==> config.mk <==
export PLATFORM = sky130hd
export DESIGN_NAME = evpwm_chan
export DESIGN_NICKNAME = d
export VERILOG_FILES = /design/src/rtl/evpwm_pkg.sv /design/src/rtl/evpwm_regs.sv /design/src/rtl/evpwm_timebase.sv /design/src/rtl/evpwm_edge.sv /design/src/rtl/evpwm_chan.sv
export SDC_FILE = /design/constraint.sdc
export NUM_CORES = 1
export LEC_CHECK = 0
export BUFFER_PORTS_ARGS = -buffer_cell sky130_fd_sc_hd__buf_4
export CORE_MARGIN = 2
export CORE_UTILIZATION = 35
export CTS_BUF_LIST = sky130_fd_sc_hd__clkbuf_16
export CTS_CLUSTER_DIAMETER = 200
export DETAILED_ROUTE_END_ITERATION = 10
export SLEW_MARGIN = 20
export SYNTH_ARGS = -nofsm -noshare
export SYNTH_HDL_FRONTEND = slang
export SYNTH_SLANG_ARGS = --single-unit
==> constraint.sdc <==
create_clock -name clk -period 6.7 [get_ports clk]
set_input_delay 1.34 -clock clk [delete_from_list [all_inputs] [get_ports clk]]
set_output_delay 1.34 -clock clk [all_outputs]
set_load 0.01 [all_outputs]
==> src/rtl/evpwm_pkg.sv <==
package evpwm_pkg;

    localparam int ADDR_W = 4;

    localparam logic [ADDR_W-1:0] RA_CTRL   = 4'd0;
    localparam logic [ADDR_W-1:0] RA_TERM   = 4'd1;
    localparam logic [ADDR_W-1:0] RA_A_RISE = 4'd2;
    localparam logic [ADDR_W-1:0] RA_A_FALL = 4'd3;
    localparam logic [ADDR_W-1:0] RA_B_RISE = 4'd4;
    localparam logic [ADDR_W-1:0] RA_B_FALL = 4'd5;
    localparam logic [ADDR_W-1:0] RA_ADJ_A  = 4'd6;
    localparam logic [ADDR_W-1:0] RA_ADJ_B  = 4'd7;
    localparam logic [ADDR_W-1:0] RA_PHASE  = 4'd8;
    localparam logic [ADDR_W-1:0] RA_SAMPLE = 4'd9;

    // control word: bit0 run, bit1 A active-low, bit2 B active-low
    typedef struct packed {
        logic inv_b;
        logic inv_a;
        logic run;
    } ctrl_t;

endpackage

==> src/rtl/evpwm_regs.sv <==
module evpwm_regs
    import evpwm_pkg::*;
#(
    parameter int CNT_W  = 14,
    parameter int FINE_W = 4,
    parameter int ADJ_W  = 16,
    parameter int DATA_W = 18
) (
    input  logic                        clk,
    input  logic                        rst_n,
    input  logic                        wr_en,
    input  logic [ADDR_W-1:0]           wr_addr,
    input  logic [DATA_W-1:0]           wr_data,
    input  logic                        load,
    output ctrl_t                       ctrl,
    output logic [CNT_W-1:0]            term,
    output logic [1:0][CNT_W-1:0]       rise,
    output logic [1:0][CNT_W-1:0]       fall,
    output logic [1:0][ADJ_W-1:0]       adj,
    output logic [CNT_W-1:0]            phase,
    output logic [CNT_W-1:0]            smp
);

    typedef struct packed {
        logic [CNT_W-1:0]      term;
        logic [1:0][CNT_W-1:0] rise;
        logic [1:0][CNT_W-1:0] fall;
        logic [1:0][ADJ_W-1:0] adj;
        logic [CNT_W-1:0]      phase;
        logic [CNT_W-1:0]      smp;
    } tset_t;

    typedef struct packed {
        ctrl_t ctrl;
        tset_t stg;
        tset_t run;
    } st_t;

    st_t st_d, st_q;

    logic [CNT_W-1:0] coarse_w;
    assign coarse_w = wr_data[FINE_W +: CNT_W];

    always_comb begin
        st_d = st_q;
        if (wr_en) begin
            unique case (wr_addr)
                RA_CTRL:   st_d.ctrl         = ctrl_t'(wr_data[2:0]);
                RA_TERM:   st_d.stg.term     = wr_data[CNT_W-1:0];
                RA_A_RISE: st_d.stg.rise[0]  = coarse_w;
                RA_A_FALL: st_d.stg.fall[0]  = coarse_w;
                RA_B_RISE: st_d.stg.rise[1]  = coarse_w;
                RA_B_FALL: st_d.stg.fall[1]  = coarse_w;
                RA_ADJ_A:  st_d.stg.adj[0]   = wr_data[ADJ_W-1:0];
                RA_ADJ_B:  st_d.stg.adj[1]   = wr_data[ADJ_W-1:0];
                RA_PHASE:  st_d.stg.phase    = wr_data[CNT_W-1:0];
                RA_SAMPLE: st_d.stg.smp      = wr_data[CNT_W-1:0];
                default:   st_d.ctrl         = st_q.ctrl;
            endcase
        end
        // boundary takes the staging copy as it stood before this edge
        if (load) begin
            st_d.run = st_q.stg;
        end
    end

    always_ff @(posedge clk or negedge rst_n) begin
        if (!rst_n) begin
            st_q <= '0;
        end else begin
            st_q <= st_d;
        end
    end

    assign ctrl  = st_q.ctrl;
    assign term  = st_q.run.term;
    assign rise  = st_q.run.rise;
    assign fall  = st_q.run.fall;
    assign adj   = st_q.run.adj;
    assign phase = st_q.run.phase;
    assign smp   = st_q.run.smp;

endmodule

==> src/rtl/evpwm_timebase.sv <==
module evpwm_timebase #(
    parameter int CNT_W = 14
) (
    input  logic             clk,
    input  logic             rst_n,
    input  logic             run,
    input  logic             restart,
    input  logic [CNT_W-1:0] term,
    output logic [CNT_W-1:0] cnt,
    output logic             load
);

    logic [CNT_W-1:0] cnt_d, cnt_q;

    always_comb begin
        load  = !run || restart || (cnt_q == term);
        cnt_d = load ? '0 : cnt_q + 1'b1;
    end

    always_ff @(posedge clk or negedge rst_n) begin
        if (!rst_n) begin
            cnt_q <= '0;
        end else begin
            cnt_q <= cnt_d;
        end
    end

    assign cnt = cnt_q;

endmodule

==> src/rtl/evpwm_edge.sv <==
module evpwm_edge #(
    parameter int CNT_W  = 14,
    parameter int FINE_W = 4,
    parameter int ADJ_W  = 16
) (
    input  logic [CNT_W-1:0] term,
    input  logic [CNT_W-1:0] rise,
    input  logic [CNT_W-1:0] fall,
    input  logic [ADJ_W-1:0] adj,
    input  logic [CNT_W-1:0] cnt,
    output logic             active
);

    localparam int SH_W  = ADJ_W - FINE_W;
    localparam int SUM_W = ((CNT_W > SH_W) ? CNT_W : SH_W) + 2;

    logic signed [ADJ_W-1:0] adj_sh;
    logic signed [SUM_W-1:0] fall_sum;
    logic signed [SUM_W-1:0] term_s;
    logic [CNT_W-1:0]        fall_cl;
    logic [CNT_W-1:0]        rise_cl;

    always_comb begin
        adj_sh   = $signed(adj) >>> FINE_W;
        term_s   = SUM_W'($signed({1'b0, term}));
        fall_sum = SUM_W'($signed({1'b0, fall})) + SUM_W'(adj_sh);
        if (fall_sum < 0) begin
            fall_cl = '0;
        end else if (fall_sum > term_s) begin
            fall_cl = term;
        end else begin
            fall_cl = fall_sum[CNT_W-1:0];
        end
        rise_cl = (rise > term) ? term : rise;
        active  = (cnt >= rise_cl) && (cnt < fall_cl);
    end

endmodule

==> src/rtl/evpwm_chan.sv <==
module evpwm_chan
    import evpwm_pkg::*;
#(
    parameter int  CNT_W  = 14,
    parameter int  FINE_W = 4,
    parameter int  ADJ_W  = 16,
    localparam int DATA_W = ((CNT_W + FINE_W) > ADJ_W) ? (CNT_W + FINE_W) : ADJ_W
) (
    input  logic              clk,
    input  logic              rst_n,
    input  logic              wr_en,
    input  logic [3:0]        wr_addr,
    input  logic [DATA_W-1:0] wr_data,
    input  logic              sync_in,
    output logic              sync_out,
    output logic              sample_trig,
    output logic              pwm_a,
    output logic              pwm_b
);

    localparam int NOUT = 2;

    ctrl_t                    ctrl;
    logic                     run_en;
    logic [CNT_W-1:0]         term;
    logic [NOUT-1:0][CNT_W-1:0] rise;
    logic [NOUT-1:0][CNT_W-1:0] fall;
    logic [NOUT-1:0][ADJ_W-1:0] adj;
    logic [CNT_W-1:0]         phase;
    logic [CNT_W-1:0]         smp;
    logic [CNT_W-1:0]         cnt;
    logic                     load;
    logic [NOUT-1:0]          win;
    logic [NOUT-1:0]          inv;

    assign run_en = ctrl.run;
    assign inv    = {ctrl.inv_b, ctrl.inv_a};

    evpwm_regs #(
        .CNT_W (CNT_W),
        .FINE_W(FINE_W),
        .ADJ_W (ADJ_W),
        .DATA_W(DATA_W)
    ) u_regs (
        .clk    (clk),
        .rst_n  (rst_n),
        .wr_en  (wr_en),
        .wr_addr(wr_addr),
        .wr_data(wr_data),
        .load   (load),
        .ctrl   (ctrl),
        .term   (term),
        .rise   (rise),
        .fall   (fall),
        .adj    (adj),
        .phase  (phase),
        .smp    (smp)
    );

    evpwm_timebase #(
        .CNT_W(CNT_W)
    ) u_tb (
        .clk    (clk),
        .rst_n  (rst_n),
        .run    (run_en),
        .restart(sync_in),
        .term   (term),
        .cnt    (cnt),
        .load   (load)
    );

    for (genvar g = 0; g < NOUT; g++) begin : g_edge
        evpwm_edge #(
            .CNT_W (CNT_W),
            .FINE_W(FINE_W),
            .ADJ_W (ADJ_W)
        ) u_edge (
            .term  (term),
            .rise  (rise[g]),
            .fall  (fall[g]),
            .adj   (adj[g]),
            .cnt   (cnt),
            .active(win[g])
        );
    end

    typedef struct packed {
        logic [NOUT-1:0] pin;
        logic            sync;
        logic            smp;
    } out_t;

    out_t out_d, out_q;

    always_comb begin
        out_d      = '0;
        if (run_en) begin
            out_d.pin  = win ^ inv;
            out_d.sync = (cnt == phase);
            out_d.smp  = (cnt == smp);
        end
    end

    always_ff @(posedge clk or negedge rst_n) begin
        if (!rst_n) begin
            out_q <= '0;
        end else begin
            out_q <= out_d;
        end
    end

    assign pwm_a       = out_q.pin[0];
    assign pwm_b       = out_q.pin[1];
    assign sync_out    = out_q.sync;
    assign sample_trig = out_q.smp;

endmodule

After elaboration in Yosys (flattened, before gate mapping)
Cells that the tools add are included.
Operators by class
  $add $sub $neg: 3
  order comparisons: 10
  equal/unequal tests: 12
  muxes and demuxes: 8
  bitwise gates (word level): 1
  reduce and logical (&&, ||, !) cells: 16
Operators by type and width (count)
  two-way mux 14 bit: 7
  equality test 14 bit: 3
  adder 15 x 12 -> 16 bit: 2
  > comparator 16 x 15 -> 1 bit: 2
  less-than comparator 16 x 1 -> 1 bit (second input constant): 2
  greater-or-equal comparator 14 bit: 2
  > comparator 14 bit: 2
  less-than comparator 14 bit: 2
  AND reduction 2 bit: 10
  equality test 4 x 3 -> 1 bit (second input constant): 4
  adder 14 x 1 -> 14 bit (second input constant): 1
  equality test 4 x 2 -> 1 bit (second input constant): 2
  equality test 4 bit (second input constant): 2
  equality test 4 x 1 -> 1 bit (second input constant): 1
  zero test 4 bit: 1
  two-way mux 4 bit: 1
  logical AND 1 bit: 2
  logical OR 1 bit: 2
  XOR 2 bit: 1
  zero test 1 bit: 1
Storage, ports and cells
  register bits: 281
  input port bits: 26
  output and inout bits: 4
  word-level logic and storage cells: 75

Depth between registers and ports, before layout
Gate-level depths: netlist of run 1.
  word-level depth: 8
  mapped depth: 30
  depth with buffers taken out: 29

Hierarchy
Synthesis of run 1 repeated with hierarchy kept, for this count alone.
Unflattened totals
  cell total of the unflattened synthesis: 1534
  area total of the unflattened synthesis: 17440.5 um2
By module, submodules not included
  evpwm_regs: instances 1, cells an instance 700, area an instance 10837.9 um2, sequential area each 6581.3 um2
  evpwm_edge (g_edge[0].u_edge): instances 1, cells an instance 404, area an instance 2934.1 um2, sequential area each 0.0 um2
  evpwm_edge (g_edge[1].u_edge): instances 1, cells an instance 295, area an instance 2362.3 um2, sequential area each 0.0 um2
  evpwm_timebase: instances 1, cells an instance 89, area an instance 858.3 um2, sequential area each 350.3 um2
  evpwm_chan: instances 1, cells an instance 46, area an instance 447.9 um2, sequential area each 100.1 um2

Worst setup path before layout of run 1
Ideal clock, no wire load.
  kind: reg2reg
  from: register u_regs.st_q (netlist bit u_regs.fall[14])
  to: register out_q (netlist bit pwm_b)
  setup time: 0.127 ns
  data arrival time: 5.309 ns
  required time: 6.573 ns
  setup slack: 1.264 ns
  stages on the path, launching flop included: 30
  path buffers: 1
  clock period less this slack: 5.436 ns
  path through: dfrtp_1 -> ha_1 -> inv_1 -> fa_1 -> nor2b_1 -> o31ai_1 -> and2_1 -> o21ai_0 -> a21o_1 -> a21oi_1 -> xnor2_1 -> ha_1 -> nand2_1 -> or3_1 -> nor4_1 -> o21bai_1 -> o31ai_1 -> nand2b_1 -> o2bb2ai_2 -> buf_2 -> mux2_2 -> nand2_1 -> ha_1 -> o21a_1 -> o21a_1 -> o22ai_1 -> or4_1 -> o211ai_1 -> a31oi_1 -> mux2i_1
RTL lines
  start, declared: line evpwm_regs.sv:39  | st_t st_d, st_q;
  start signal, assigned: line evpwm_regs.sv:71  | st_q <= st_d;
  end signal, assigned: line evpwm_chan.sv:108  | out_q <= out_d;
  end, declared: line evpwm_chan.sv:93  | out_t out_d, out_q;

==> impl_results.md, run 1 <==
* Setup ws final at 0.559 ns
* Mux share of post-synthesis cell area at 20.0%
* Die area at 0.0444 mm²
* Post-synth EDFFs at 0
* Vias at 9,909
* Critical setup path kind: reg -> reg
* Slew HR at 27.0%
* Largest family of logic cells by synthesized area: multiplexers
* Leakage power at 0.00758 µW
* Synth Flop Type: dfrtp_1
* Synth top area cells: dfrtp_1 44%, mux2_2 18%, ha_1 12%
* Critical Path Sink: pwm_b
* Count of pins over their slew limit at 0
* Routed WL per cell at 20.0 µm
* CTS Hold Buffers Added at 0
* DRT Pass-1 Iters at 5
* Initial cell density of the core at 35.6%
* Synth Area in XOR/XNOR at 4.57%
* Tmin final at 6.14 ns
* Post-synthesis instance area at 0.0150 mm²
* Tot GR Track Use at 17.2%
* Crit path max fanout at 15
* Die X at 211 µm
* Achievable frequency at 163 MHz
* Die H at 211 µm
* Clock skew at 0.0134 ns
* Total routed wirelength at 37,400 µm
* Worst min path class: reg -> reg
* Crit share post-route at 91.7%
* Area share of fa/ha/maj cells after synthesis at 12.1%
* Post-Place Setup Slack at 0.642 ns
* Status: finished clean
* RR Endpoint: pwm_b
* Clock latency on the worst-skew pair at 0.57 ns
* Reg clk slew, reported paths at 0.06 ns
* Number of clock sinks seen by CTS at 265
* Fraction of final layout cells with drive strength greater than 1 at 25.4%
* Synth area leader: dfrtp_1
* Hold Fails Final Rpt at 0
* Worst Max-Slew Pin Slew at 1.09 ns
* Buffers added on ports at 29
* Max Cap Viol at 0
* Synth top area share at 44.3%
* Placed Cells at 1,815
* Final nets at 1,476
* Initial antenna violation count at 0
* Overflow after GRT at 0
* FF-to-FF setup slack at 0.56 ns
* Area growth syn-to-layout at 11.3%
* DP Wirelength at 26,600 µm
* Iter 0 DRT Violations at 605
* Finished Core Util at 39.6%
* Syn Inst Count at 1,287
* Placed Area at 0.0158 mm²
* Core ar. at 0.0420 mm²
* Worst path arrival time at 6.63 ns
* Final Non-Filler Cells at 1,866
* Required @ worst endpoint at 7.19 ns
* Distinct cells, synth at 61
* Ys async rst share at 100%
* Clock Path Buffers at 3
* Register area share after synthesis at 44.3%
* Crit path from: u_regs.fall[17]
* Ant. Diodes at 0
* Syn Nets at 1,456
* First-pass GRT wire length at 59,400 µm
* Final setup fails at 0
* Type of origin of the critical path: register
* Post-synthesis average cell area at 11.6 µm²
* RSZ-0062 raised after global routing: false
* DRC errors left at 0
* Routed Antenna Nets at 0
* #FFs+latches synth at 265
* Vias in the first global route at 10.2k
* CTS tree: yes
* Power Density at 449 mW/mm²
* Largest net degree at the start of global routing at 151
* Worst reg2reg path depth at 24
* CP Cell Sequence: ha_1 -> nand3_1 -> o211ai_1 -> nor2b_1 -> o21ai_0 -> a21oi_1 -> xnor2_1 -> ha_1 -> nand2_1 -> or3_1 -> o31ai_1 -> nor2_1 -> o2bb2ai_2 -> mux2_2 -> nand2_1 -> ha_1 -> nand2_1 -> nor2_1 -> a2111oi_0 -> o21ai_0 -> o211ai_1 -> o211ai_1 -> a31oi_1 -> mux2i_1
* Avg Vias per Cell at 5.31
* Row cnt at 75
* Reg-to-reg startpoint: u_regs.fall[17]
* Synth warn at 0
* Synth Area in Compound Gates at 8.66%
* CTS H-tree lvls at 1
* Worst vdd ir at 0.245 mV
* Slowest cell on the critical path: o2bb2ai_2
* Clock root buffer: clkbuf_16
* Finished Cell Area at 0.0167 mm²
* Cts bufs inserted at 29
* Ports at 30
* Synth Area in Simple Gates at 7.93%
* CP Capture Type: register
* GPL Wtd Cong at 0.888
* TNS Setup at 0 ns
* CP max stage delay at 0.59 ns
==> layout by cell type (no fill, tap or decap), drive strengths merged, types with 8 or more instances in the layout <==
master  count
nand2b     15
dfrtp     265
o21a       15
a21oi      53
a21o       24
xor2       20
clkinv     13
mux2i      18
inv        44
mux2      248
xnor2      58
nor2       58
nor2b      10
and3        8
o21ai      51
nand3      21
nand2      78
ha        141
nand4      26
buf        40
clkbuf     29
==> how the worst min path moves through the flow <==
stage / startpoint / to / cells past startpoint
after floorplan: u_regs.st_q[218] / u_regs.rise[0] / 2
after global placement: u_regs.st_q[232] / u_regs.rise[14] / 2
after detailed placement: u_regs.st_q[248] / u_regs.term[2] / 2
after CTS: u_regs.st_q[250] / u_regs.term[4] / 2
after global routing: u_regs.st_q[253] / u_regs.term[7] / 2
final: u_regs.st_q[218] / u_regs.rise[0] / 2
==> per-stage QoR <==
stage / hold WS (ns) / power [µW]
after floorplan: 0.444 / 5050
after global placement: 0.453 / 5830
after detailed placement: 0.463 / 5930
after CTS: 0.478 / 7470
after global routing: 0.502 / 8040
final: 0.476 / 7470
==> worst max-delay path, delay by kind of cell (launching register included) <==
family / cells / cell delay (ns)
AOI/OAI and AO/OA: 10 / 2.98
xor gates and xnor gates: 1 / 0.18
adders and majority gates: 3 / 0.93
DFF: 1 / 0.38
muxes: 2 / 0.62
and+or+nand+nor: 8 / 0.96
==> layer usage <==
layer	global-route usage (%)	wire length (µm)	up-vias
li1	-	-	4677
met1	24.1	17900	4971
met2	27.5	17000	197
met3	2.30	1500	64
met4	5.54	1070	0
met5	0	0	-
==> cells in the mapped netlist, types with 7 or more instances <==
| cell type | n |
|---|---|
| nor2b_1 | 10 |
| inv_1 | 38 |
| ha_1 | 141 |
| o21ai_0 | 50 |
| o21a_1 | 15 |
| clkbuf_1 | 36 |
| nor2_1 | 58 |
| nand2_1 | 78 |
| mux2_2 | 242 |
| nand2b_1 | 15 |
| a21o_1 | 24 |
| nand4_1 | 26 |
| nand3_1 | 21 |
| buf_2 | 11 |
| and3_1 | 7 |
| a21oi_1 | 53 |
| dfrtp_1 | 265 |
| xor2_1 | 20 |
| xnor2_1 | 58 |
| mux2i_1 | 18 |
==> state kept, by name (all words and copies together), names as in the netlist <==
register and flops:
pwm_a 1, u_regs.st_q 122, sample_trig 1, u_regs.smp 14, u_tb.cnt 14, u_regs.rise 28, u_regs.adj 24, u_regs.term 14
u_regs.phase 14, u_regs.ctrl 3, sync_out 1, pwm_b 1, u_regs.fall 28
==> cell families after synthesis <==
group	Yosys count
and+or+nand+nor	246
xor gates and xnor gates	78
buffers and inverters	89
DFF	265
adders and majority gates	143
muxes	266
AOI/OAI and AO/OA	200
==> layout make-up <==
type | count | area [µm²]
clock inverters | 22 | 148
multi-input cells | 933 | 8010
flip-flops and latches | 265 | 6630
fillers | 3971 | 25400
inverters | 38 | 143
repair buffers | 40 | 320
clock buffers | 29 | 726
well taps | 539 | 674
==> what timing repair did <==
item,in CTS,in global routing
resized for setup,0,1
buffers inserted,0,0
endpoints found under the setup margin,0,1
==> where the power goes <==
part           switching (µW)  internal, µW  total (µW)
combinational            1900          1730        3630
clock                     655           853        1510
sequential                326          2010        2340
total                    2880          4590        7470
No activity file was read; power rests on OpenSTA's default activity.
==> run 2, diff against run 1 <==
- CORE_UTILIZATION: 35 -> 61
- PLACE_DENSITY: not set -> 0.78
==> run 2 against run 1 <==
  * Worst setup slack got worse by 0.017 ns
  * Routed wire length fell by 5.0%
  * Combinational power about the same
  * Critical path type unchanged
  * Utilization up 28 points
  * Largest cell class unchanged
==> impl_results.md, run 2 (synthesis gave the netlist of run 1 again) <==
* Final Non-Filler Cells at 1,645 (was 1,866)
* Vias at 10.2k (was 9,909)
* Commonest non-fill, non-tap cell in the layout: dfrtp_1 (unchanged)
* Number of clock sinks seen by CTS at 265 (unchanged)
* Row cnt at 57 (was 75)
* Buffers added on ports at 29 (unchanged)
* Leakage power at 0.00758 µW (about the same)
* Achievable frequency at 162 MHz (was 163 MHz)
* Die X at 161 µm (was 211 µm)
* Reg clk slew, reported paths at 0.06 ns (about the same)
* Routed WL per cell at 21.6 µm (was 20.0 µm)
* TNS Setup at 0 ns (unchanged)
* Commonest cells after routing, fill and taps aside: 265 x dfrtp_1, 242 x mux2_2, 141 x ha_1 (unchanged)
* Initial antenna violation count at 1 (was 0)
* Clock skew at 0.0230 ns (was 0.0134 ns)
* Routed Antenna Nets at 0 (unchanged)
* Required @ worst endpoint at 7.17 ns (was 7.19 ns)
* FF-to-FF setup slack at 0.54 ns (was 0.56 ns)
* Critical setup path kind: reg -> reg (unchanged)
* Max Used Layer: met5 (was met4)
* Met3 routed WL at 2480 µm (was 1500 µm)
* Type of origin of the critical path: register (unchanged)
* Die H at 161 µm (was 211 µm)
* RR Endpoint: pwm_b (unchanged)
* DRC errors left at 0 (unchanged)
* Final setup fails at 0 (unchanged)
* Core ar. at 0.0242 mm² (was 0.0420 mm²)
* Sw Share at 38.4% (was 38.6%)
* First-pass GRT wire length at 56,900 µm (was 59,400 µm)
* Post-CTS setup buffers at 0 (unchanged)
* Met1 WL at 16,000 µm (was 17,900 µm)
* Iter 0 DRT Violations at 856 (was 605)
* Slew HR at 32.3% (was 27.0%)
* Power Density at 458 mW/mm² (was 449 mW/mm²)
* Multi-input combinational cell area at 0.00802 mm² (was 0.00801 mm²)
* CTS Hold Buffers Added at 0 (unchanged)
* Clock root buffer: clkbuf_16 (unchanged)
* Tmin final at 6.16 ns (was 6.14 ns)
* Hold Path Depth at 2 (unchanged)
* Status: finished clean (unchanged)
* Crit share post-route at 91.9% (was 91.7%)
* Worst path arrival time at 6.63 ns (about the same)
* DRT Pass-1 Iters at 5 (unchanged)
* Overflow after GRT at 0 (unchanged)
* Setup ws final at 0.542 ns (was 0.559 ns)
* Total routed wirelength at 35,500 µm (was 37,400 µm)
* Largest net degree at the start of global routing at 137 (was 151)
* Placed Cells at 1,599 (was 1,815)
* Reg-to-reg startpoint: u_regs.fall[14] (was u_regs.fall[17])
* Top reg by flops: u_regs.st_q (unchanged)
* Post-Place Setup Slack at 0.526 ns (was 0.642 ns)
* Int Power at 4630 µW (was 4590 µW)
* Crit path max fanout at 15 (unchanged)
* Largest register FFs at 122 (unchanged)
* NetSw at 2880 µW (about the same)
* Hold Fails Final Rpt at 0 (unchanged)
* GPL Wtd Cong at 0.990 (was 0.888)
* CP max stage delay at 0.40 ns (was 0.59 ns)
* CTS tree: yes (unchanged)
* Fraction of final layout cells with drive strength greater than 1 at 25.5% (was 25.4%)
* Tot GR Track Use at 28.2% (was 17.2%)
* Clock latency on the worst-skew pair at 0.56 ns (was 0.57 ns)
* Resized cells post-CTS at 0 (unchanged)
* Die area at 0.0258 mm² (was 0.0444 mm²)
* Final nets at 1,473 (was 1,476)
* Worst vdd ir at 0.260 mV (was 0.245 mV)
* Seq pwr share at 31.3% (was 31.2%)
* RSZ-0062 raised after global routing: false (unchanged)
* Fillcell total at 1,755 (was 3,971)
* Ports at 30 (unchanged)
* Seq. cell area at 0.00663 mm² (unchanged)
* Clock power share at 20.1% (was 20.2%)
* Logic pwr share at 48.6% (about the same)
* Slowest cell on the critical path: fa_1 (was o2bb2ai_2)
* DP Wirelength at 25,500 µm (was 26,600 µm)
* Worst Max-Slew Pin Slew at 1.02 ns (was 1.09 ns)
* Initial cell density of the core at 61.9% (was 35.6%)
* Count of pins over their slew limit at 0 (unchanged)
* Cts bufs inserted at 27 (was 29)
* Avg Vias per Cell at 6.23 (was 5.31)
* Clock Path Buffers at 3 (unchanged)
* Worst Min Path Start: u_regs.st_q[232] (was u_regs.st_q[218])
* Vias in the first global route at 10.3k (was 10.2k)
* Worst reg2reg path depth at 30 (was 24)
* Worst min path class: reg -> reg (unchanged)
* WL met2 at 15,800 µm (was 17,000 µm)
* Area growth syn-to-layout at 9.49% (was 11.3%)
* Ant. Diodes at 0 (unchanged)
* Worst Hold End: u_regs.rise[14] (was u_regs.rise[0])
* CP Capture Type: register (unchanged)
* Max Cap Viol at 0 (unchanged)
* CTS H-tree lvls at 1 (unchanged)
-- run 2: cell count changes in the layout (fill, tap and decap cells not counted) --
cell,change
clkinv_1,-6
a31oi_2,+1
a31oi_4,-1
o2bb2ai_2,-1
buf_4,-1
bufinv_16,+2
clkbuf_16,-2
clkinv_4,+1
o21ai_1,-1
o2bb2ai_4,+1
o21ai_0,+1
-- run 2: per-stage QoR --
step / total power (µW) / hold WS (ns) / util, % / cell area, µm²
after floorplan: 5050 / 0.444 / - / 15000
after global placement: 5770 / 0.454 / 64.1 / 15500
after detailed placement: 5910 / 0.463 / 64.1 / 15500
after CTS: 7450 / 0.475 / 67.7 / 16400
after global routing: 8010 / 0.489 / 67.7 / 16400
final: 7510 / 0.464 / 67.7 / 16400
-- run 2: worst max path at each step --
| stage | slack (ns) | startpoint | endpoint | depth (start not counted) |
|---|---|---|---|---|
| final | 0.54 | u_regs.fall[14] | pwm_b | 30 |
| after global routing | 0.04 | u_regs.fall[14] | pwm_b | 30 |
| after CTS | 0.53 | u_regs.fall[14] | pwm_b | 28 |
| after detailed placement | 0.53 | u_regs.fall[14] | pwm_b | 28 |
| after global placement | 0.79 | u_regs.fall[14] | pwm_b | 27 |
| after floorplan | 1.26 | u_regs.fall[14] | pwm_b | 29 |
-- run 2: worst max-delay path: cells and delay by family, from the launching register on --
kind / cells / cell delay [ns]
AO/OA/AOI/OAI: 14 / 2.43
XOR/XNOR: 1 / 0.16
adder cells (fa/ha/maj): 4 / 1.24
buffers and inverters: 2 / 0.20
flip-flops: 1 / 0.36
multiplexers: 1 / 0.23
AND/OR/NAND/NOR: 8 / 1.49
-- run 2: layer usage --
metal | GRT usage [%] | vias up
li1 | - | 4677
met1 | 40.2 | 5138
met2 | 44.1 | 339
met3 | 4.70 | 90
met4 | 10.1 | 2
met5 | 0 | -
-- run 2: final cells by class --
type | count | share of cell area, %
flip-flops and latches | 265 | 40.5
repair buffers | 39 | 1.91
clock buffers | 27 | 4.13
multi-input cells | 933 | 48.9
inverters | 38 | 0.871
well taps | 324 | 2.48
clock inverters | 19 | 1.18
-- run 2: power groups by stage --
stage	registers [µW]	logic (µW)	clock network, µW
finish	2350	3650	1510
floorplan	2220	2820	0
global placement	2340	3430	0
global route	2400	4020	1590
CTS	2340	3580	1530
detailed placement	2360	3550	0
==> run 3, diff against run 2 <==
- ABC_AREA: not set -> 1
==> run 3 against run 2 <==
  * Utilization decreased by 0.50 points
  * Worst hold slack gained 0.016 ns
  * Synthesized cell count is 38% higher
  * Largest power group unchanged
==> impl_results.md, run 3 <==
* Status: finished clean (unchanged)
* GPL Wtd Cong at 0.924 (was 0.990)
* First-pass GRT wire length at 62,000 µm (was 56,900 µm)
* Clock root buffer: clkbuf_16 (unchanged)
* Synth Flop Type: dfrtp_1 (unchanged)
* Seq. cell area at 0.00663 mm² (unchanged)
* Commonest non-fill, non-tap cell in the layout: nand2_1 (was dfrtp_1)
* CP max stage delay at 0.38 ns (was 0.40 ns)
* Worst min path class: reg -> reg (unchanged)
* Top reg by flops: u_regs.st_q (unchanged)
* Clock skew at 0.0120 ns (was 0.0230 ns)
* Clock power share at 21.5% (was 20.1%)
* Most frequent cell after synthesis: nand2_1 (was dfrtp_1)
* Vias in the first global route at 11.7k (was 10.3k)
* Area growth syn-to-layout at 9.03% (was 9.49%)
* Tmin final at 4.53 ns (was 6.16 ns)
* Die area at 0.0257 mm² (was 0.0258 mm²)
* Worst path arrival time at 4.97 ns (was 6.63 ns)
* Synth warn at 0 (unchanged)
* Synth Area in XOR/XNOR at 2.17% (was 4.57%)
* Hold Fails Final Rpt at 0 (unchanged)
* Sw Share at 42.5% (was 38.4%)
* Crit path top cell by count: inv_1
* Synth area leader: dfrtp_1 (unchanged)
* Iter 0 DRT Violations at 1,342 (was 856)
* Initial antenna violation count at 0 (was 1)
* Largest register FFs at 122 (unchanged)
* Worst Max-Slew Pin Slew at 1.11 ns (was 1.02 ns)
* Clock Path Buffers at 3 (unchanged)
* DP Wirelength at 27,000 µm (was 25,500 µm)
* Largest net degree at the start of global routing at 166 (was 137)
* Distinct cells, synth at 45 (was 61)
* Syn Inst Count at 1,776 (was 1,287)
* Placed Cells at 2,075 (was 1,599)
* RSZ-0062 raised after global routing: false (unchanged)
* FF-to-FF setup slack at 2.17 ns (was 0.54 ns)
* Largest family of logic cells by synthesized area: simple AND/OR/NAND/NOR gates (was multiplexers)
* Post-synthesis instance area at 0.0149 mm² (was 0.0150 mm²)
* Commonest cells in the netlist: 398 x nand2_1, 265 x dfrtp_1, 261 x o21ai_0 (was 265 x dfrtp_1, 242 x mux2_2, 141 x ha_1)
* Critical setup path kind: reg -> reg (unchanged)
* Achievable frequency at 221 MHz (was 162 MHz)
* CTS H-tree lvls at 1 (unchanged)
* Leakage power at 0.00808 µW (was 0.00758 µW)
* Seq pwr share at 31.9% (was 31.3%)
* Logic pwr share at 46.6% (was 48.6%)
* Register area share after synthesis at 44.5% (was 44.3%)
* Total routed wirelength at 38,500 µm (was 35,500 µm)
* Area share of fa/ha/maj cells after synthesis at 12.1% (about the same)
* Number of clock sinks seen by CTS at 265 (unchanged)
* CP Capture Type: register (unchanged)
* Count of pins over their slew limit at 0 (unchanged)
* DRC errors left at 0 (unchanged)
* Initial cell density of the core at 61.7% (was 61.9%)
* Die X at 160 µm (was 161 µm)
* Post-CTS setup buffers at 0 (unchanged)
* Final nets at 1,951 (was 1,473)
* Routed Antenna Nets at 0 (unchanged)
* Core ar. at 0.0242 mm² (unchanged)
* Slew HR at 25.8% (was 32.3%)
* Synth top area share at 44.5% (was 44.3%)
* Clock latency on the worst-skew pair at 0.55 ns (was 0.56 ns)
* Row cnt at 57 (unchanged)
* Reg clk slew, reported paths at 0.06 ns (about the same)
* Vias at 12.3k (was 10.2k)
* Fillcell total at 1,940 (was 1,755)
* Fraction of final layout cells with drive strength greater than 1 at 7.38% (was 25.5%)
* Synth Area in Simple Gates at 16.6% (was 7.93%)
* Post-synth EDFFs at 0 (unchanged)
* CTS Hold Buffers Added at 0 (unchanged)
* Worst vdd ir at 0.249 mV (was 0.260 mV)
* Commonest cells after routing, fill and taps aside: 398 x nand2_1, 265 x dfrtp_1, 261 x o21ai_0 (was 265 x dfrtp_1, 242 x mux2_2, 141 x ha_1)
* Final setup fails at 0 (unchanged)
* Multi-input combinational cell area at 0.00727 mm² (was 0.00802 mm²)
* Overflow after GRT at 0 (unchanged)
* Final Non-Filler Cells at 2,127 (was 1,645)
* Die H at 160 µm (was 161 µm)
* Ports at 30 (unchanged)
* Power Density at 425 mW/mm² (was 458 mW/mm²)
* Ys async rst share at 100% (unchanged)
* Routed WL per cell at 18.1 µm (was 21.6 µm)
* #FFs+latches synth at 265 (unchanged)
* Mux share of post-synthesis cell area at 1.59% (was 20.0%)
* Type of origin of the critical path: register (unchanged)
* Tot GR Track Use at 30.4% (was 28.2%)
* Ant. Diodes at 0 (unchanged)
* Syn Nets at 1,945 (was 1,456)
* Max Cap Viol at 0 (unchanged)
* Required @ worst endpoint at 7.14 ns (was 7.17 ns)
* Int Power at 3980 µW (was 4630 µW)
* Slowest cell on the critical path: dfrtp_1 (was fa_1)
* Post-synthesis average cell area at 8.39 µm² (was 11.6 µm²)
* Hold slack at 0.480 ns (was 0.464 ns)
* TNS Setup at 0 ns (unchanged)
* DRT Pass-1 Iters at 5 (unchanged)
* CTS tree: yes (unchanged)
* Synth Area in Compound Gates at 16.2% (was 8.66%)
* Crit path max fanout at 27 (was 15)
* Synth top area cells: dfrtp_1 44%, ha_1 12%, nand2_1 10% (was dfrtp_1 44%, mux2_2 18%, ha_1 12%)
* Cts bufs inserted at 28 (was 27)
* Resized cells post-CTS at 0 (unchanged)
* Avg Vias per Cell at 5.80 (was 6.23)
* NetSw at 2930 µW (was 2880 µW)
* Buffers added on ports at 29 (unchanged)
* Crit share post-route at 67.7% (was 91.9%)
[run 3: routing by layer]
layer	GRT usage, %	wire (µm)	part of all wire [%]
met1	46.3	17700	46
met2	45.8	16600	43
met4	8.85	1130	2.9
met5	0	0	0
met3	4.39	3070	8.0
[run 3: path summary, 6_finish.rpt]
kind | start | end | cells after the start
worst max-delay path | u_regs.fall[14] | pwm_b | 33
worst min-delay path | u_regs.st_q[201] | u_regs.st_q[201] | 2
worst max register to register | u_regs.fall[14] | pwm_b | 33
worst min register to register | u_regs.st_q[201] | u_regs.st_q[201] | 2
max in group asynchronous | rst_n | u_regs.st_q[202] | 2
min in group asynchronous | rst_n | u_regs.st_q[152] | 1
[run 3: layout make-up]
class                      count  area share (%)
inverter                     204            4.71
timing repair buffer          37            1.93
tap                          324            2.49
multi-input combinational   1246            44.7
clock inverter                23            1.06
clock buffer                  28            4.31
sequential                   265            40.8
[run 3: worst max-delay path, delay by kind of cell (launching register included)]
kind	cells	cell delay [ns]
xor gates and xnor gates	1	0.14
adders and majority gates	4	1.00
buffers and inverters	5	0.32
AOI/OAI and AO/OA	8	1.16
and+or+nand+nor	15	1.41
DFF	1	0.38
[run 3: metrics by stage]
| stage | setup WS [ns] | power (µW) | util (%) | cell area, µm² |
|---|---|---|---|---|
| finish | 2.17 | 6910 | 67.2 | 16300 |
| global route | 1.71 | 7500 | 67.2 | 16300 |
| CTS | 2.22 | 6880 | 67.1 | 16200 |
| detailed placement | 2.24 | 5370 | 63.5 | 15400 |
| global placement | 2.42 | 5250 | 63.5 | 15400 |
| floorplan | 2.58 | 4580 | - | 14900 |
[run 3: power groups by stage]
| stage | combinational, µW | sequential, µW | clock [µW] |
|---|---|---|---|
| floorplan | 2440 | 2140 | 0 |
| global placement | 3050 | 2210 | 0 |
| detailed placement | 3150 | 2220 | 0 |
| CTS | 3180 | 2200 | 1500 |
| global route | 3690 | 2240 | 1570 |
| finish | 3220 | 2210 | 1490 |
[run 3: cell families after synthesis]
family          count (synthesis)
xor+xnor                       37
simple gates                  595
buf+inv                       265
mux                            21
flops                         265
compound gates                450
fa+ha+maj                     143
